--- src/rtl/radix_walker_pkg.sv ---
package radix_walker_pkg;
  typedef enum logic [2:0] {
    WS_IDLE, WS_PRT_REQ, WS_PRT_WAIT, WS_SEG, WS_PDE_REQ, WS_PDE_WAIT, WS_DONE
  } walk_state_e;

  typedef struct packed {
    logic seg;
    logic badtree;
    logic nopte;
    logic perm;
    logic rc;
  } walk_err_t;

  // ones in the n least significant positions
  function automatic logic [63:0] low_ones(input logic [6:0] n);
    logic [63:0] m;
    for (int i = 0; i < 64; i++) m[i] = (i < int'(n));
    return m;
  endfunction
endpackage

--- src/rtl/rw_seg_check.sv ---
module rw_seg_check #(
  parameter int MIN_IDX_BITS = 5,
  parameter int MAX_IDX_BITS = 16
) (
  input  logic [63:0] va,
  input  logic [6:0]  shift,
  input  logic [5:0]  mbits,
  output logic        seg_err,
  output logic        bad_err,
  output logic [6:0]  next_shift
);
  import radix_walker_pkg::*;
  logic [63:0] fm;
  logic [7:0]  limit;
  assign fm    = low_ones(shift);
  assign limit = {1'b0, shift} + 8'd19;
  assign seg_err = (va[63] != va[62]) || (|(va[61:31] & ~fm[30:0]));
  assign bad_err = (int'(mbits) < MIN_IDX_BITS) || (int'(mbits) > MAX_IDX_BITS) ||
                   ({2'b00, mbits} > limit);
  assign next_shift = shift + 7'd19 - {1'b0, mbits};
endmodule

--- src/rtl/rw_addr_gen.sv ---
module rw_addr_gen (
  input  logic [63:0] prtbl,
  input  logic [63:0] va,
  input  logic [31:0] pid,
  input  logic [63:0] pgbase,
  input  logic [6:0]  shift,
  input  logic [5:0]  mbits,
  output logic [63:0] prte_addr,
  output logic [63:0] pde_addr
);
  import radix_walker_pkg::*;
  logic [31:0] pid_eff;
  logic [63:0] fm_p, fm_i;
  logic [51:0] va_sh;
  logic [15:0] idx;
  assign pid_eff = va[63] ? 32'd0 : pid;
  assign fm_p    = low_ones({2'b00, prtbl[4:0]});
  assign fm_i    = low_ones({1'b0, mbits});
  assign va_sh   = va[63:12] >> shift;
  assign idx     = va_sh[15:0];
  assign prte_addr = {8'h00, prtbl[55:36],
                      (prtbl[35:12] & ~fm_p[23:0]) | (pid_eff[31:8] & fm_p[23:0]),
                      pid_eff[7:0], 4'h0};
  assign pde_addr  = {8'h00, pgbase[55:19],
                      (pgbase[18:3] & ~fm_i[15:0]) | (idx & fm_i[15:0]), 3'b000};
endmodule

--- src/rtl/rw_leaf_eval.sv ---
module rw_leaf_eval (
  input  logic [63:0] pte,
  input  logic [63:0] va,
  input  logic [6:0]  shift,
  input  logic        priv,
  input  logic        iside,
  input  logic        store,
  output logic        perm_err,
  output logic        rc_err,
  output logic [63:0] pa
);
  import radix_walker_pkg::*;
  logic        perm_ok, rc_ok, side_ok;
  logic [63:0] fm;
  assign fm      = low_ones(shift);
  assign side_ok = iside ? (pte[0] & ~pte[5]) : (pte[1] | (pte[2] & ~store));
  assign perm_ok = (priv | ~pte[3]) & side_ok;
  assign rc_ok   = pte[8] & (pte[7] | ~store);
  assign perm_err = ~perm_ok;
  assign rc_err   = perm_ok & ~rc_ok;
  assign pa = {8'h00, (pte[55:12] & ~fm[43:0]) | (va[55:12] & fm[43:0]), pte[11:0]};
endmodule

--- src/rtl/radix_walker.sv ---
module radix_walker #(
  parameter int MAX_LEVELS   = 4,
  parameter int MIN_IDX_BITS = 5,
  parameter int MAX_IDX_BITS = 16
) (
  input  logic        clk,
  input  logic        rst_n,
  input  logic [63:0] prtbl_base,
  input  logic        req_valid,
  output logic        req_ready,
  input  logic [63:0] req_addr,
  input  logic [31:0] req_pid,
  input  logic        req_priv,
  input  logic        req_iside,
  input  logic        req_store,
  output logic        mem_req_valid,
  input  logic        mem_req_ready,
  output logic [63:0] mem_req_addr,
  input  logic        mem_rsp_valid,
  input  logic [63:0] mem_rsp_data,
  output logic        done,
  output logic [63:0] phys_addr,
  output logic        err_seg,
  output logic        err_badtree,
  output logic        err_nopte,
  output logic        err_perm,
  output logic        err_rc
);
  import radix_walker_pkg::*;
  localparam int LVL_W = (MAX_LEVELS > 1) ? $clog2(MAX_LEVELS) : 1;
  localparam logic [LVL_W-1:0] LAST_LVL = LVL_W'(MAX_LEVELS - 1);

  walk_state_e      st;
  logic [63:0]      va_q, prt_q, base_q, pa_q;
  logic [31:0]      pid_q;
  logic             priv_q, iside_q, store_q;
  logic [6:0]       shift_q;
  logic [5:0]       mbits_q;
  logic [LVL_W-1:0] lvl_q;
  walk_err_t        err_q;

  logic [63:0] prte_addr, pde_addr, leaf_pa;
  logic        seg_err, root_bad, perm_err, rc_err, nl_bad;
  logic [6:0]  seg_shift;
  logic [5:0]  nl_bits;

  rw_addr_gen u_addr (
    .prtbl(prt_q), .va(va_q), .pid(pid_q), .pgbase(base_q), .shift(shift_q),
    .mbits(mbits_q), .prte_addr(prte_addr), .pde_addr(pde_addr)
  );

  rw_seg_check #(.MIN_IDX_BITS(MIN_IDX_BITS), .MAX_IDX_BITS(MAX_IDX_BITS)) u_seg (
    .va(va_q), .shift(shift_q), .mbits(mbits_q), .seg_err(seg_err),
    .bad_err(root_bad), .next_shift(seg_shift)
  );

  rw_leaf_eval u_leaf (
    .pte(mem_rsp_data), .va(va_q), .shift(shift_q), .priv(priv_q), .iside(iside_q),
    .store(store_q), .perm_err(perm_err), .rc_err(rc_err), .pa(leaf_pa)
  );

  assign nl_bits = {1'b0, mem_rsp_data[4:0]};
  assign nl_bad  = (int'(nl_bits) < MIN_IDX_BITS) || (int'(nl_bits) > MAX_IDX_BITS) ||
                   ({1'b0, nl_bits} > shift_q) || (lvl_q == LAST_LVL);

  always_ff @(posedge clk) begin
    if (!rst_n) begin
      st      <= WS_IDLE;
      va_q    <= '0;
      prt_q   <= '0;
      base_q  <= '0;
      pa_q    <= '0;
      pid_q   <= '0;
      priv_q  <= 1'b0;
      iside_q <= 1'b0;
      store_q <= 1'b0;
      shift_q <= '0;
      mbits_q <= '0;
      lvl_q   <= '0;
      err_q   <= '0;
    end else begin
      unique case (st)
        WS_IDLE: if (req_valid) begin
          va_q    <= req_addr;
          prt_q   <= prtbl_base;
          pid_q   <= req_pid;
          priv_q  <= req_priv;
          iside_q <= req_iside;
          store_q <= req_store;
          err_q   <= '0;
          pa_q    <= '0;
          st      <= WS_PRT_REQ;
        end
        WS_PRT_REQ: if (mem_req_ready) st <= WS_PRT_WAIT;
        WS_PRT_WAIT: if (mem_rsp_valid) begin
          shift_q <= {1'b0, 1'b0, mem_rsp_data[7:5], mem_rsp_data[62:61]};
          mbits_q <= {1'b0, mem_rsp_data[4:0]};
          base_q  <= {8'h00, mem_rsp_data[55:8], 8'h00};
          st      <= WS_SEG;
        end
        WS_SEG: begin
          if (seg_err) begin
            err_q.seg <= 1'b1;
            st        <= WS_DONE;
          end else if (root_bad) begin
            err_q.badtree <= 1'b1;
            st            <= WS_DONE;
          end else begin
            shift_q <= seg_shift;
            lvl_q   <= '0;
            st      <= WS_PDE_REQ;
          end
        end
        WS_PDE_REQ: if (mem_req_ready) st <= WS_PDE_WAIT;
        WS_PDE_WAIT: if (mem_rsp_valid) begin
          if (!mem_rsp_data[63]) begin
            err_q.nopte <= 1'b1;
            st          <= WS_DONE;
          end else if (mem_rsp_data[62]) begin
            err_q.perm <= perm_err;
            err_q.rc   <= rc_err;
            if (!perm_err && !rc_err) pa_q <= leaf_pa;
            st <= WS_DONE;
          end else if (nl_bad) begin
            err_q.badtree <= 1'b1;
            st            <= WS_DONE;
          end else begin
            mbits_q <= nl_bits;
            shift_q <= shift_q - {1'b0, nl_bits};
            base_q  <= {8'h00, mem_rsp_data[55:8], 8'h00};
            lvl_q   <= lvl_q + 1'b1;
            st      <= WS_PDE_REQ;
          end
        end
        WS_DONE: st <= WS_IDLE;
        default: st <= WS_IDLE;
      endcase
    end
  end

  assign req_ready     = (st == WS_IDLE);
  assign mem_req_valid = (st == WS_PRT_REQ) || (st == WS_PDE_REQ);
  assign mem_req_addr  = (st == WS_PRT_REQ) ? prte_addr : pde_addr;
  assign done          = (st == WS_DONE);
  assign phys_addr     = pa_q;
  assign err_seg       = err_q.seg;
  assign err_badtree   = err_q.badtree;
  assign err_nopte     = err_q.nopte;
  assign err_perm      = err_q.perm;
  assign err_rc        = err_q.rc;
endmodule

--- config.mk ---
export PLATFORM = sky130hd
export DESIGN_NAME = radix_walker
export DESIGN_NICKNAME = d
export VERILOG_FILES = /design/src/rtl/radix_walker_pkg.sv /design/src/rtl/rw_seg_check.sv /design/src/rtl/rw_addr_gen.sv /design/src/rtl/rw_leaf_eval.sv /design/src/rtl/radix_walker.sv
export SDC_FILE = /design/constraint.sdc
export NUM_CORES = 1
export LEC_CHECK = 0
export BUFFER_PORTS_ARGS = -buffer_cell sky130_fd_sc_hd__clkbuf_2
export CAP_MARGIN = 25
export CORE_MARGIN = 2
export CORE_UTILIZATION = 40
export CTS_CLUSTER_SIZE = 14
export DETAILED_ROUTE_END_ITERATION = 8
export PLACE_DENSITY_LB_ADDON = 0.2
export SETUP_SLACK_MARGIN = 0.15
export SYNTH_ARGS = -nofsm -noshare
export SYNTH_HDL_FRONTEND = slang
export SYNTH_SLANG_ARGS = --single-unit
--- constraint.sdc ---
create_clock -name clk -period 9.8 [get_ports clk]
set_clock_uncertainty 0.15 [all_clocks]
set_input_delay 0.49 -clock clk [delete_from_list [all_inputs] [get_ports clk]]
set_output_delay 0.49 -clock clk [all_outputs]
set_load 0.02 [all_outputs]
== Yosys cells after proc, flatten, opt, wreduce, memory -nomap -nowiden ==
Cells that the tools add are included.
W data, S select, Z words.
Storage, ports and cells
  flip-flop bits (word level): 298
  output and inout bits: 136
Cells by class
  $add $sub $neg: 5
  magnitude comparators: 90
  equal/unequal tests: 24
  shift operators: 1
  mux-type cells: 61
  bitwise gates (word level): 27
  reduce and logical (&&, ||, !) cells: 27
Operators with widths (number)
  $mux W56: 6
  $mux W64: 5
  $pmux W64 S2: 1
  $lt A5 B7 Y1 const A: 16
  $pmux W56 S2: 1
  $and A44 B44 Y44: 2
  $lt A6 B7 Y1 const A: 12
  $lt A4 B7 Y1 const A: 8
  $shr A52 B7 Y16: 1
  $mux W7: 7
  $and A24 B24 Y24: 2
  $lt A4 B6 Y1 const A: 8
  $not A44 Y44: 1
  $or A44 B44 Y44: 1
  $lt A4 B5 Y1 const A: 8
  $lt A5 B5 Y1 const A: 8
  $and A16 B16 Y16: 2
  $mux W32: 1
  $ne A2 B2 Y1 const B: 16
  $and A31 B31 Y31: 1
  $not A31 Y31: 1
  $reduce_or A31 Y1: 1
  $mux W6: 5
  $lt A3 B7 Y1 const A: 4
  56 further kinds: 117

== Depth between registers and ports, before layout ==
Gate-level depths: netlist of run 1.
  depth after elaboration: 13
  mapped depth: 15
  gate-level depth less buffers: 11

== By module ==
Synthesis of run 1 repeated with hierarchy kept, for this count alone.
Unflattened totals
  cells, all modules: 2362
  area, all modules: 18600.3 um^2
Modules (own cells, without submodules)
  radix_walker: times used 1, cells each 1498, area each 11996.5 um^2, sequential area each 5945.7 um^2
  rw_addr_gen: times used 1, cells each 561, area each 4493.1 um^2, sequential area each 0.0 um^2
  rw_leaf_eval: times used 1, cells each 162, area each 1171.1 um^2, sequential area each 0.0 um^2
  rw_seg_check: times used 1, cells each 141, area each 939.7 um^2, sequential area each 0.0 um^2

== Worst setup path after synthesis of run 1 ==
Ideal clock, no wire load.
  path kind: register to register
  start point: register shift_q[1]
  end point: register shift_q[2]
  setup time: 0.137 ns
  arrival time: 3.110 ns
  setup slack: 6.403 ns
  cell stages (with the launch flop): 16
  cells stage by stage: dfxtp_1 > buf_6 > buf_4 > buf_2 > buf_2 > inv_1 > ha_1 > nor2_1 > xnor2_1 > ha_1 > and3_1 > a221oi_1 > o32a_1 > nand4_1 > a221oi_1 > a211oi_1
On the way
  cells in the longest elaborated chain, start to end: 7
RTL lines
  from (decl): RTL line radix_walker.sv:37  | logic [6:0] shift_q;
  from (signal assigned): RTL line radix_walker.sv:96  | shift_q <= {1'b0, 1'b0, mem_rsp_data[7:5], mem_rsp_data[62:61]};
  from (signal assigned): RTL line radix_walker.sv:109  | shift_q <= seg_shift;
  from (signal assigned): RTL line radix_walker.sv:129  | shift_q <= shift_q - {1'b0, nl_bits};
  parallel branches: the longest is 7 deep, another holds $add A7 B5 Y7
Several ways; the timed one is not identified. The select of a mux whose other input is x is not followed.
A chain may end at the register's enable or synchronous reset.

== Final worst setup path of run 1 ==
  start point: register shift_q[1]
  end point: output mem_req_addr[5]
On the way
  cells in the longest elaborated chain, start to end: 4
RTL lines
  $shr A52 B7 Y16: RTL line rw_addr_gen.sv:19  | assign va_sh = va[63:12] >> shift;
  $and A16 B16 Y16: RTL line rw_addr_gen.sv:25  | (pgbase[18:3] & ~fm_i[15:0]) | (idx & fm_i[15:0]), 3'b000};
  $or A16 B16 Y16: RTL line rw_addr_gen.sv:25
  $mux W56: RTL line radix_walker.sv:143  | assign mem_req_addr = (st == WS_PRT_REQ) ? prte_addr : pde_addr;
  to (decl): RTL line radix_walker.sv:18  | output logic [63:0] mem_req_addr,
No other way between the ends.

==> results of run 1 <==
timing repair:
item,CTS,global route
endpoints found under the hold margin,145,0
hold buffers,145,0
buffers inserted,0,0
metal layers:
layer	up-vias	GRT usage (%)	part of all wire, %
met5	-	0	0
met4	0	9.37	3.2
met3	107	5.30	6.5
met2	607	50.2	47
met1	7767	41.0	43
li1	7745	-	-
Yosys cell counts (16+ instances only):
cell,n
buf_4,29
inv_1,39
dfxtp_1,262
nand3_1,24
a211oi_1,16
mux4_2,40
buf_2,19
buf_1,18
nor2_1,148
o21ai_0,79
nand2_1,564
a21oi_1,329
clkbuf_1,109
mux2i_1,77
mux2_2,17
ha_1,26
metrics by stage:
step / area, um2 / utilization (%) / worst slack [ns] / cells
after detailed placement: 16900 / 44.9 / 5.43 / 2730
after floorplan: 15300 / - / 6.40 / 2064
after global routing: 19400 / 51.7 / 4.94 / 2933
after CTS: 19400 / 51.6 / 5.07 / 2931
after global placement: 16900 / 44.9 / 5.47 / 2730
final: 19400 / 51.7 / 5.04 / 2933
flip-flops by register name, summed over array words and instances, names as in the netlist:
| name | cells |
|---|---|
| shift_q | 7 |
| err_seg | 1 |
| phys_addr | 56 |
| priv_q | 1 |
| store_q | 1 |
| pid_q | 32 |
| err_perm | 1 |
| err_rc | 1 |
| mbits_q | 5 |
| err_nopte | 1 |
| prt_q | 49 |
| iside_q | 1 |
| base_q | 48 |
| lvl_q | 2 |
| err_badtree | 1 |
| st | 3 |
| va_q | 52 |
critical path: stages, from the launching register on:
cell and delay (ns):
dfxtp_4 0.64, buf_4 0.69, mux4_2 0.60, mux2_2 0.30, a21oi_1 0.24, nor2_1 0.07
a311oi_1 0.51, o21ai_0 0.24, clkbuf_2 0.20
layout make-up:
| class | count | area, um2 | share of cell area (%) |
|---|---|---|---|
| Multi-Input combinational cell | 1579 | 9100 | 46.8 |
| Sequential cell | 262 | 5250 | 27.0 |
| Timing Repair Buffer | 484 | 3230 | 16.6 |
| Clock buffer | 38 | 841 | 4.33 |
| Tap cell | 511 | 639 | 3.29 |
| Clock inverter | 18 | 223 | 1.15 |
| Inverter | 41 | 159 | 0.817 |
report_power, final:
part	leakage (nW)	internal (W)	switching, W
clock network	0.512	0.000695	0.000506
logic	5.31	0.000223	0.000345
registers	2.13	0.00112	0.0000784
total	7.95	0.00203	0.000930
kinds of logic after synthesis:
logic type | Yosys count | synth area share (%)
and+or+nand+nor | 835 | 22.6
DFF | 262 | 34.4
xor gates and xnor gates | 12 | 0.689
other | 1 | 0.0246
adders and majority gates | 28 | 2.39
buffers and inverters | 223 | 6.75
AOI/OAI and AO/OA | 551 | 21.0
muxes | 134 | 12.2
worst paths after layout:
kind                                  end  cells past startpoint                     from
setup / recovery          mem_req_addr[5]                      8  shift_q[1]$_SDFFE_PN0P_
hold / removal     prt_q[19]$_SDFFE_PN0P_                      3           prtbl_base[19]
setup reg to reg  shift_q[0]$_SDFFE_PN0P_                     12  shift_q[5]$_SDFFE_PN0P_
hold reg to reg   base_q[50]$_SDFFE_PN0P_                      2  base_q[50]$_SDFFE_PN0P_
==> out/summary.txt, run 1 <==
Status: finished clean
DR vias: 16200
Total clock buffers created by CTS: 30
Vias in the first global route: 15700
Initial antenna violation count: 0
Post-synthesis average cell area: 7.46 um2
Fin crit period: 4.76 ns
Root buffer cell: clkbuf_16
Hold Crit Class: in -> reg
Max-Cap Viols: 0
Synth top area share: 34.4%
Number of flops mapped to enable cells by yosys: 0
Maximum VDD drop: 0.131 mV
Vias per inst: 5.53
Core ar.: 0.0376 mm2
Synth Instances: 2046
Setup-failing EPs final: 0
Tot Pwr: 0.00296 W
Commonest non-fill, non-tap cell in the layout: nand2_1
Final hold violation count: 0
Asr flop ratio synth: 0%
GP Congestion: 0.997
Worst R2R Setup Slack: 5.36 ns
HPWL after DPL: 44200 um
Post-route setup TNS: 0 ns
Req. time, crit path: 9.16 ns
Clk pin slew, worst setup/hold paths: 0.07 ns
Total grt overflow: 0
Clock sinks: 262
Share of cells above drive strength 1: 19.6%
Commonest cells after routing, fill and taps aside: nand2_1, a21oi_1, clkbuf_2, dfxtp_1, nor2_1
Startpoint Class: register
Largest net degree at the start of global routing: 97
Post-cts sizing count: 0
1st-iter DRT viols: 1251
Top cells by area, synth: dfxtp_1, nand2_1, a21oi_1
Pwr Density: 152 mW/mm2
Worst-Skew Late Latency: 0.60 ns
Top FF cell, synth: dfxtp_1
Actual slew at the worst max-slew pin: 1.04 ns
Final nets: 2658
Full die area: 0.0397 mm2
Routed WL: 61600 um
DRC: 0
Register bit total from synthesis: 262
Area Growth Syn to Fin: 27.4%
Crit-path max FO: 52
Synth warnings: 0
Seq/Total Area, Yosys: 34.4%
Port Buffers: 316
Slew headroom: 30.3%
Netlist cell types: 79
WP data arrival: 4.12 ns
DRT antenna net count: 0
Kind of end point of the critical path: primary output
H-tree lvl count: 1
CTS max path bufs: 3
Antenna diodes: 0
Leakage: 7.95 nW
First-pass GRT wire length: 92900 um
Chip height: 199 um
Post-Syn Area: 0.0153 mm2
Max-slew violations: 0
Num rows: 71
Starting Density: 40.6%
Final period utilization: 48.5%
Chip Width: 199 um
Total Routing Usage GR: 30.6%
Yosys top cell by area: dfxtp_1
F_max: 210 MHz
CTS tree: built
Io pins: 368
RSZ-0062 raised after global routing: false
CP Class: reg -> out
Per-cell routed wire length: 21.0 um
Min Hold Slack: 0.0204 ns
DRT Pass-1 Iters: 6
Fillcell total: 3767
(Power assumes the default switching activity.)
==> run 2, diff against run 1 <==
==> constraint.sdc (replaced) <==
create_clock -name clk -period 4.05 [get_ports clk]
set_clock_uncertainty 0.15 [all_clocks]
set_input_delay 0.2025 -clock clk [delete_from_list [all_inputs] [get_ports clk]]
set_output_delay 0.2025 -clock clk [all_outputs]
set_load 0.02 [all_outputs]
==> out/summary.txt, run 2 (same netlist as run 1, synthesis figures left out) <==
DR vias: 16700
Leakage: 8.37 nW
Worst path slowest cell: mux4_2
Number of flip-flops in the largest register: 56
Clock sinks: 262
Status: finished clean
Placed cell count: 2764
DRC: 0
F_max: 267 MHz
Fillcell total: 3682
Chip Width: 199 um
Worst-Skew Late Latency: 0.60 ns
Per-cell routed wire length: 21.0 um
Commonest non-fill, non-tap cell in the layout: nand2_1
Final hold violation count: 0
Final period utilization: 92.4%
Setup Buffers After CTS: 0
Finished Core Util: 54.0%
Share of cells above drive strength 1: 20.2%
Full die area: 0.0397 mm2
Crit-path max FO: 16
Chip height: 199 um
Initial antenna violation count: 1
Commonest cells after routing, fill and taps aside: nand2_1, a21oi_1, clkbuf_2, dfxtp_1, dlygate4sd3_1
Core ar.: 0.0376 mm2
Largest net degree at the start of global routing: 101
Kind of end point of the critical path: primary output
Area Growth Syn to Fin: 33.0%
Port Buffers: 316
Slew headroom: 27.9%
Worst Path Buf+Inv: 2
Root buffer cell: clkbuf_16
Num rows: 71
Tot Pwr: 0.00726 W
CTS tree: built
WP data arrival: 3.39 ns
Vias in the first global route: 16100
CTS max path bufs: 3
DRT antenna net count: 0
First-pass GRT wire length: 94900 um
Total grt overflow: 0
Maximum VDD drop: 0.291 mV
Critical Path Max Stage Delay: 0.58 ns
Vias per inst: 5.52
Starting Density: 40.6%
Pwr Density: 358 mW/mm2
RSZ-0062 raised after global routing: false
Max-Cap Viols: 0
Post-route setup TNS: 0 ns
Fin crit period: 3.74 ns
Crit path max-delay family: multiplexers
Total clock buffers created by CTS: 30
Setup-failing EPs final: 0
Crit-path cells: buf_4, mux4_2, mux2_2, mux2i_1, mux2_2, nor2_1, o21ai_0, o21ai_0, clkbuf_2
Reg area: 0.00525 mm2
Startpoint Class: register
1st-iter DRT viols: 1327
H-tree lvl count: 1
Cell Count, Final, Fillers Out: 3019
DRT Pass-1 Iters: 5
Req. time, crit path: 3.70 ns
Final nets: 2743
GP Congestion: 0.999
Total Routing Usage GR: 31.3%
Actual slew at the worst max-slew pin: 1.07 ns
Multi-input logic area: 0.00910 mm2
Clk pin slew, worst setup/hold paths: 0.06 ns
Io pins: 368
HPWL after DPL: 45800 um
Hold Crit Class: in -> reg
CP Class: reg -> out
Max-slew violations: 0
Routed WL: 63300 um
## run 2: cell count changes in the layout (fill, tap and decap cells not counted), sizes merged
cell / delta
clkbuf: +3
inv: -4
clkinv: +3
dlygate4sd3: +53
buf: +33
diode: +1
clkinvlp: -3
## run 2: repair_timing
item                       CTS  global route
setup endpoints to repair    0             2
resized for setup            0             3
hold endpoints to repair   249             0
hold buffers               198             0
## run 2: routing by layer
layer / part of all wire [%] / vias to the layer above / track usage [%] / wire [um]
met5: 0 / - / 0 / 0
met4: 3.6 / 0 / 11.1 / 2270
met3: 7.0 / 138 / 5.13 / 4420
met2: 47 / 686 / 51.8 / 29700
met1: 42 / 7946 / 41.2 / 26900
li1: - / 7907 / - / -
## run 2: area by class of cell
cell class	count	area share, %
sequential	262	25.9
tap	511	3.15
timing repair buffer	569	20.1
inverter	41	0.783
antenna	1	0.0123
clock buffer	42	4.37
multi-input combinational	1579	44.9
clock inverter	14	0.869
## run 2: final timing paths
path	from	to	slack, ns	cells after the start
max	shift_q[0]$_SDFFE_PN0P_	mem_req_addr[9]	0.31	9
min reg2reg	base_q[14]$_SDFFE_PN0P_	base_q[14]$_SDFFE_PN0P_	0.30	2
max reg2reg	shift_q[3]$_SDFFE_PN0P_	shift_q[3]$_SDFFE_PN0P_	0.65	9
min	mem_rsp_valid	err_nopte$_SDFFE_PN0P_	0.04	5
## run 2: metrics by stage
stage               cell area [um2]  hold WS, ns  setup WS (ns)
CTS                           20300       0.0156          0.214
finish                        20300       0.0380          0.306
global route                  20300       0.0650          0.174
floorplan                     15300        0.188          0.653
global placement              17200        0.276          0.694
detailed placement            17200        0.281          0.745
## run 2: worst register-to-register path: cells and delay by family (launching register included)
kind,cells,cell delay [ns]
buf+inv,1,0.41
simple gates,1,0.17
fa+ha+maj,1,0.35
compound gates,6,1.56
flops,1,0.63
## run 2: report_power, final
| part | switching, W | internal, W |
|---|---|---|
| Combinational | 0.000868 | 0.000596 |
| Clock | 0.00119 | 0.00172 |
| Sequential | 0.000182 | 0.00270 |
==> run 3, diff against run 2 <==
--- a/config.mk
+++ b/config.mk
@@ -5,6 +5,7 @@
 export SDC_FILE = /design/constraint.sdc
 export NUM_CORES = 1
 export LEC_CHECK = 0
+export ABC_AREA = 1
 export BUFFER_PORTS_ARGS = -buffer_cell sky130_fd_sc_hd__clkbuf_2
 export CAP_MARGIN = 25
 export CORE_MARGIN = 2
==> out/summary.txt, run 3 <==
Status: finished clean
Reg2reg end: st[1]$_SDFFE_PN0P_
Synth Instances: 2415
Full die area: 0.0392 mm2
Worst R2R Setup Slack: 0.40 ns
Area Growth Syn to Fin: 32.6%
WP data arrival: 3.98 ns
Fin area: 0.0200 mm2
Asr flop ratio synth: 0%
Synth warnings: 0
Crit-path max FO: 27
Io pins: 368
Setup Buffers After CTS: 0
Setup-failing EPs final: 0
Final hold violation count: 0
Leakage: 8.94 nW
Post-route setup TNS: 0 ns
Clk pin slew, worst setup/hold paths: 0.06 ns
Chip height: 198 um
Register bit total from synthesis: 262
Kind of end point of the critical path: register
Core ar.: 0.0374 mm2
Vias per inst: 5.28
Max-slew violations: 0
Per-cell routed wire length: 19.1 um
Share of cells above drive strength 1: 15.5%
Seq/Total Area, Yosys: 34.8%
1st-iter DRT viols: 1339
Largest net degree at the start of global routing: 84
H-tree lvl count: 1
Commonest cells in the netlist: nand2_1, o21ai_0, dfxtp_1
Min Hold Slack: 0.0841 ns
Actual slew at the worst max-slew pin: 0.773 ns
DRC: 0
Hold Path Stages: 4
Placed cell areas: 0.0170 mm2
Multi-input logic area: 0.00837 mm2
Req. time, crit path: 4.38 ns
Number of flops mapped to enable cells by yosys: 0
Routed WL: 64700 um
Netlist cell types: 47
Clock sinks: 262
WHS Endpoint: pid_q[5]$_SDFFE_PN0P_
Worst-Skew Late Latency: 0.59 ns
RSZ-0062 raised after global routing: true
Initial antenna violation count: 0
Synth top area share: 34.8%
DRT antenna net count: 0
Startpoint Class: register
Total grt overflow: 0
Hold Crit Class: in -> reg
Fin crit period: 3.65 ns
Post-synthesis average cell area: 6.24 um2
Num rows: 71
Total clock buffers created by CTS: 30
First-pass GRT wire length: 97200 um
Root buffer cell: clkbuf_16
Crit-path most repeated cell: nand2_1
Final nets: 3122
Chip Width: 198 um
Pwr Density: 729 mW/mm2
Worst path slowest cell: dlygate4sd3_1
R2R depth: 17
Worst hold path startpoint: req_valid
Commonest non-fill, non-tap cell in the layout: nand2_1
GP Congestion: 0.953
Post-Syn Area: 0.0151 mm2
Vias in the first global route: 17200
Critical Path Max Stage Delay: 0.59 ns
Port Buffers: 316
DR vias: 17900
Maximum VDD drop: 0.506 mV
Worst R2R Start: shift_q[1]$_SDFFE_PN0P_
Total Routing Usage GR: 32.0%
Reg area: 0.00525 mm2
Finished Core Util: 53.4%
Most common cell in the synthesized netlist: nand2_1
Fillcell total: 3752
Number of flip-flops in the largest register: 56
Top cells by area, synth: dfxtp_1, nand2_1, o21ai_0
HPWL after DPL: 48600 um
Max-Cap Viols: 0
Crit path from: shift_q[1]$_SDFFE_PN0P_
DRT Pass-1 Iters: 6
Crit-path cells: inv_2, buf_4, nand2_1, buf_4, nor2_1, nand2_1, nand2_1, nor2_1, nand2_1, nor2_1, nand3_1, nand2_2, buf_4, nand3_1, nand2_1, a21oi_1, dlygate4sd3_1
Yosys top cell by area: dfxtp_1
Commonest cells after routing, fill and taps aside: nand2_1, o21ai_0, clkbuf_2, dfxtp_1, a21oi_1
CP Class: reg -> reg
CTS max path bufs: 3
Starting Density: 40.3%
F_max: 274 MHz
CTS tree: built
Final period utilization: 90.2%
Slew headroom: 48.5%
Top FF cell, synth: dfxtp_1
run 3: cell types whose count changed after synthesis, moves of 12 or more:
cell	before	now
mux4_2	40	0
nand2_1	564	699
nand3_1	24	150
nand2b_1	12	0
mux2i_1	77	1
nand4_1	5	24
mux2_2	17	0
a211oi_1	16	3
a21oi_1	329	255
o21ai_0	79	350
nor2_1	148	186
nor3b_1	14	0
inv_1	39	184
run 3: power breakdown:
| part | internal [W] | total, W | leakage, nW | switching, W |
|---|---|---|---|---|
| logic | 0.00245 | 0.00826 | 6.32 | 0.00582 |
| registers | 0.00317 | 0.00362 | 2.15 | 0.000447 |
| clock network | 0.00153 | 0.00268 | 0.469 | 0.00115 |
run 3: worst max path at each step:
stage	to	slack (ns)	depth (start not counted)
6_report	st[1]$_SDFFE_PN0P_	0.40	17
5_1_grt	st[1]$_SDFFE_PN0P_	0.15	16
4_1_cts	st[1]$_SDFFE_PN0P_	0.23	17
3_5_place_dp	shift_q[3]$_SDFFE_PN0P_	0.60	19
3_3_place_gp	shift_q[3]$_SDFFE_PN0P_	0.69	19
2_1_floorplan	base_q[50]$_SDFFE_PN0P_	1.08	15
run 3: through the flow:
step,std cells,power (W),worst slack [ns]
6_report,3393,0.0146,0.397
2_1_floorplan,2433,0.00886,1.08
5_1_grt,3392,0.0156,0.150
3_3_place_gp,3143,0.0116,0.695
4_1_cts,3392,0.0145,0.231
3_5_place_dp,3143,0.0116,0.598
run 3: final cells by class:
| cell class | count | area share, % |
|---|---|---|
| flip-flops and latches | 262 | 26.3 |
| clock buffers | 42 | 4.28 |
| clock inverters | 9 | 0.526 |
| well taps | 511 | 3.20 |
| multi-input cells | 1804 | 41.9 |
| inverters | 197 | 3.70 |
| diodes | 1 | 0.0125 |
| repair buffers | 567 | 20.1 |
run 3: worst max-delay path, delay by kind of cell, from the launching register on:
family          cells  cell delay (ns)
simple gates       11             1.37
compound gates      1             0.05
buf+inv             5             1.44
flops               1             0.54
run 3: cells by family (layout without fill, tap and decap cells):
group | after synthesis | count (layout) | synth area share, %
DFF | 262 | 262 | 34.8
buffers and inverters | 367 | 815 | 10.2
xor gates and xnor gates | 3 | 3 | 0.174
adders and majority gates | 28 | 28 | 2.42
AOI/OAI and AO/OA | 674 | 674 | 23.4
and+or+nand+nor | 1079 | 1079 | 28.9
other | 1 | 20 | 0.0249
muxes | 1 | 1 | 0.0664
run 3: what timing repair did:
action | 4_1_cts | 5_1_grt
gates resized for setup | 0 | 5
endpoints found under the setup margin | 0 | 2
endpoints found under the hold margin | 246 | 0
hold buffers | 198 | 0
run 3: per-layer routing:
metal	wire length, um	part of all wire [%]	vias up	global-route usage (%)
met5	0	0	-	0
met4	2800	4.3	0	13.3
met3	4170	6.5	137	3.70
met2	29800	46	705	54.3
met1	27900	43	8272	41.3
li1	-	-	8802	-
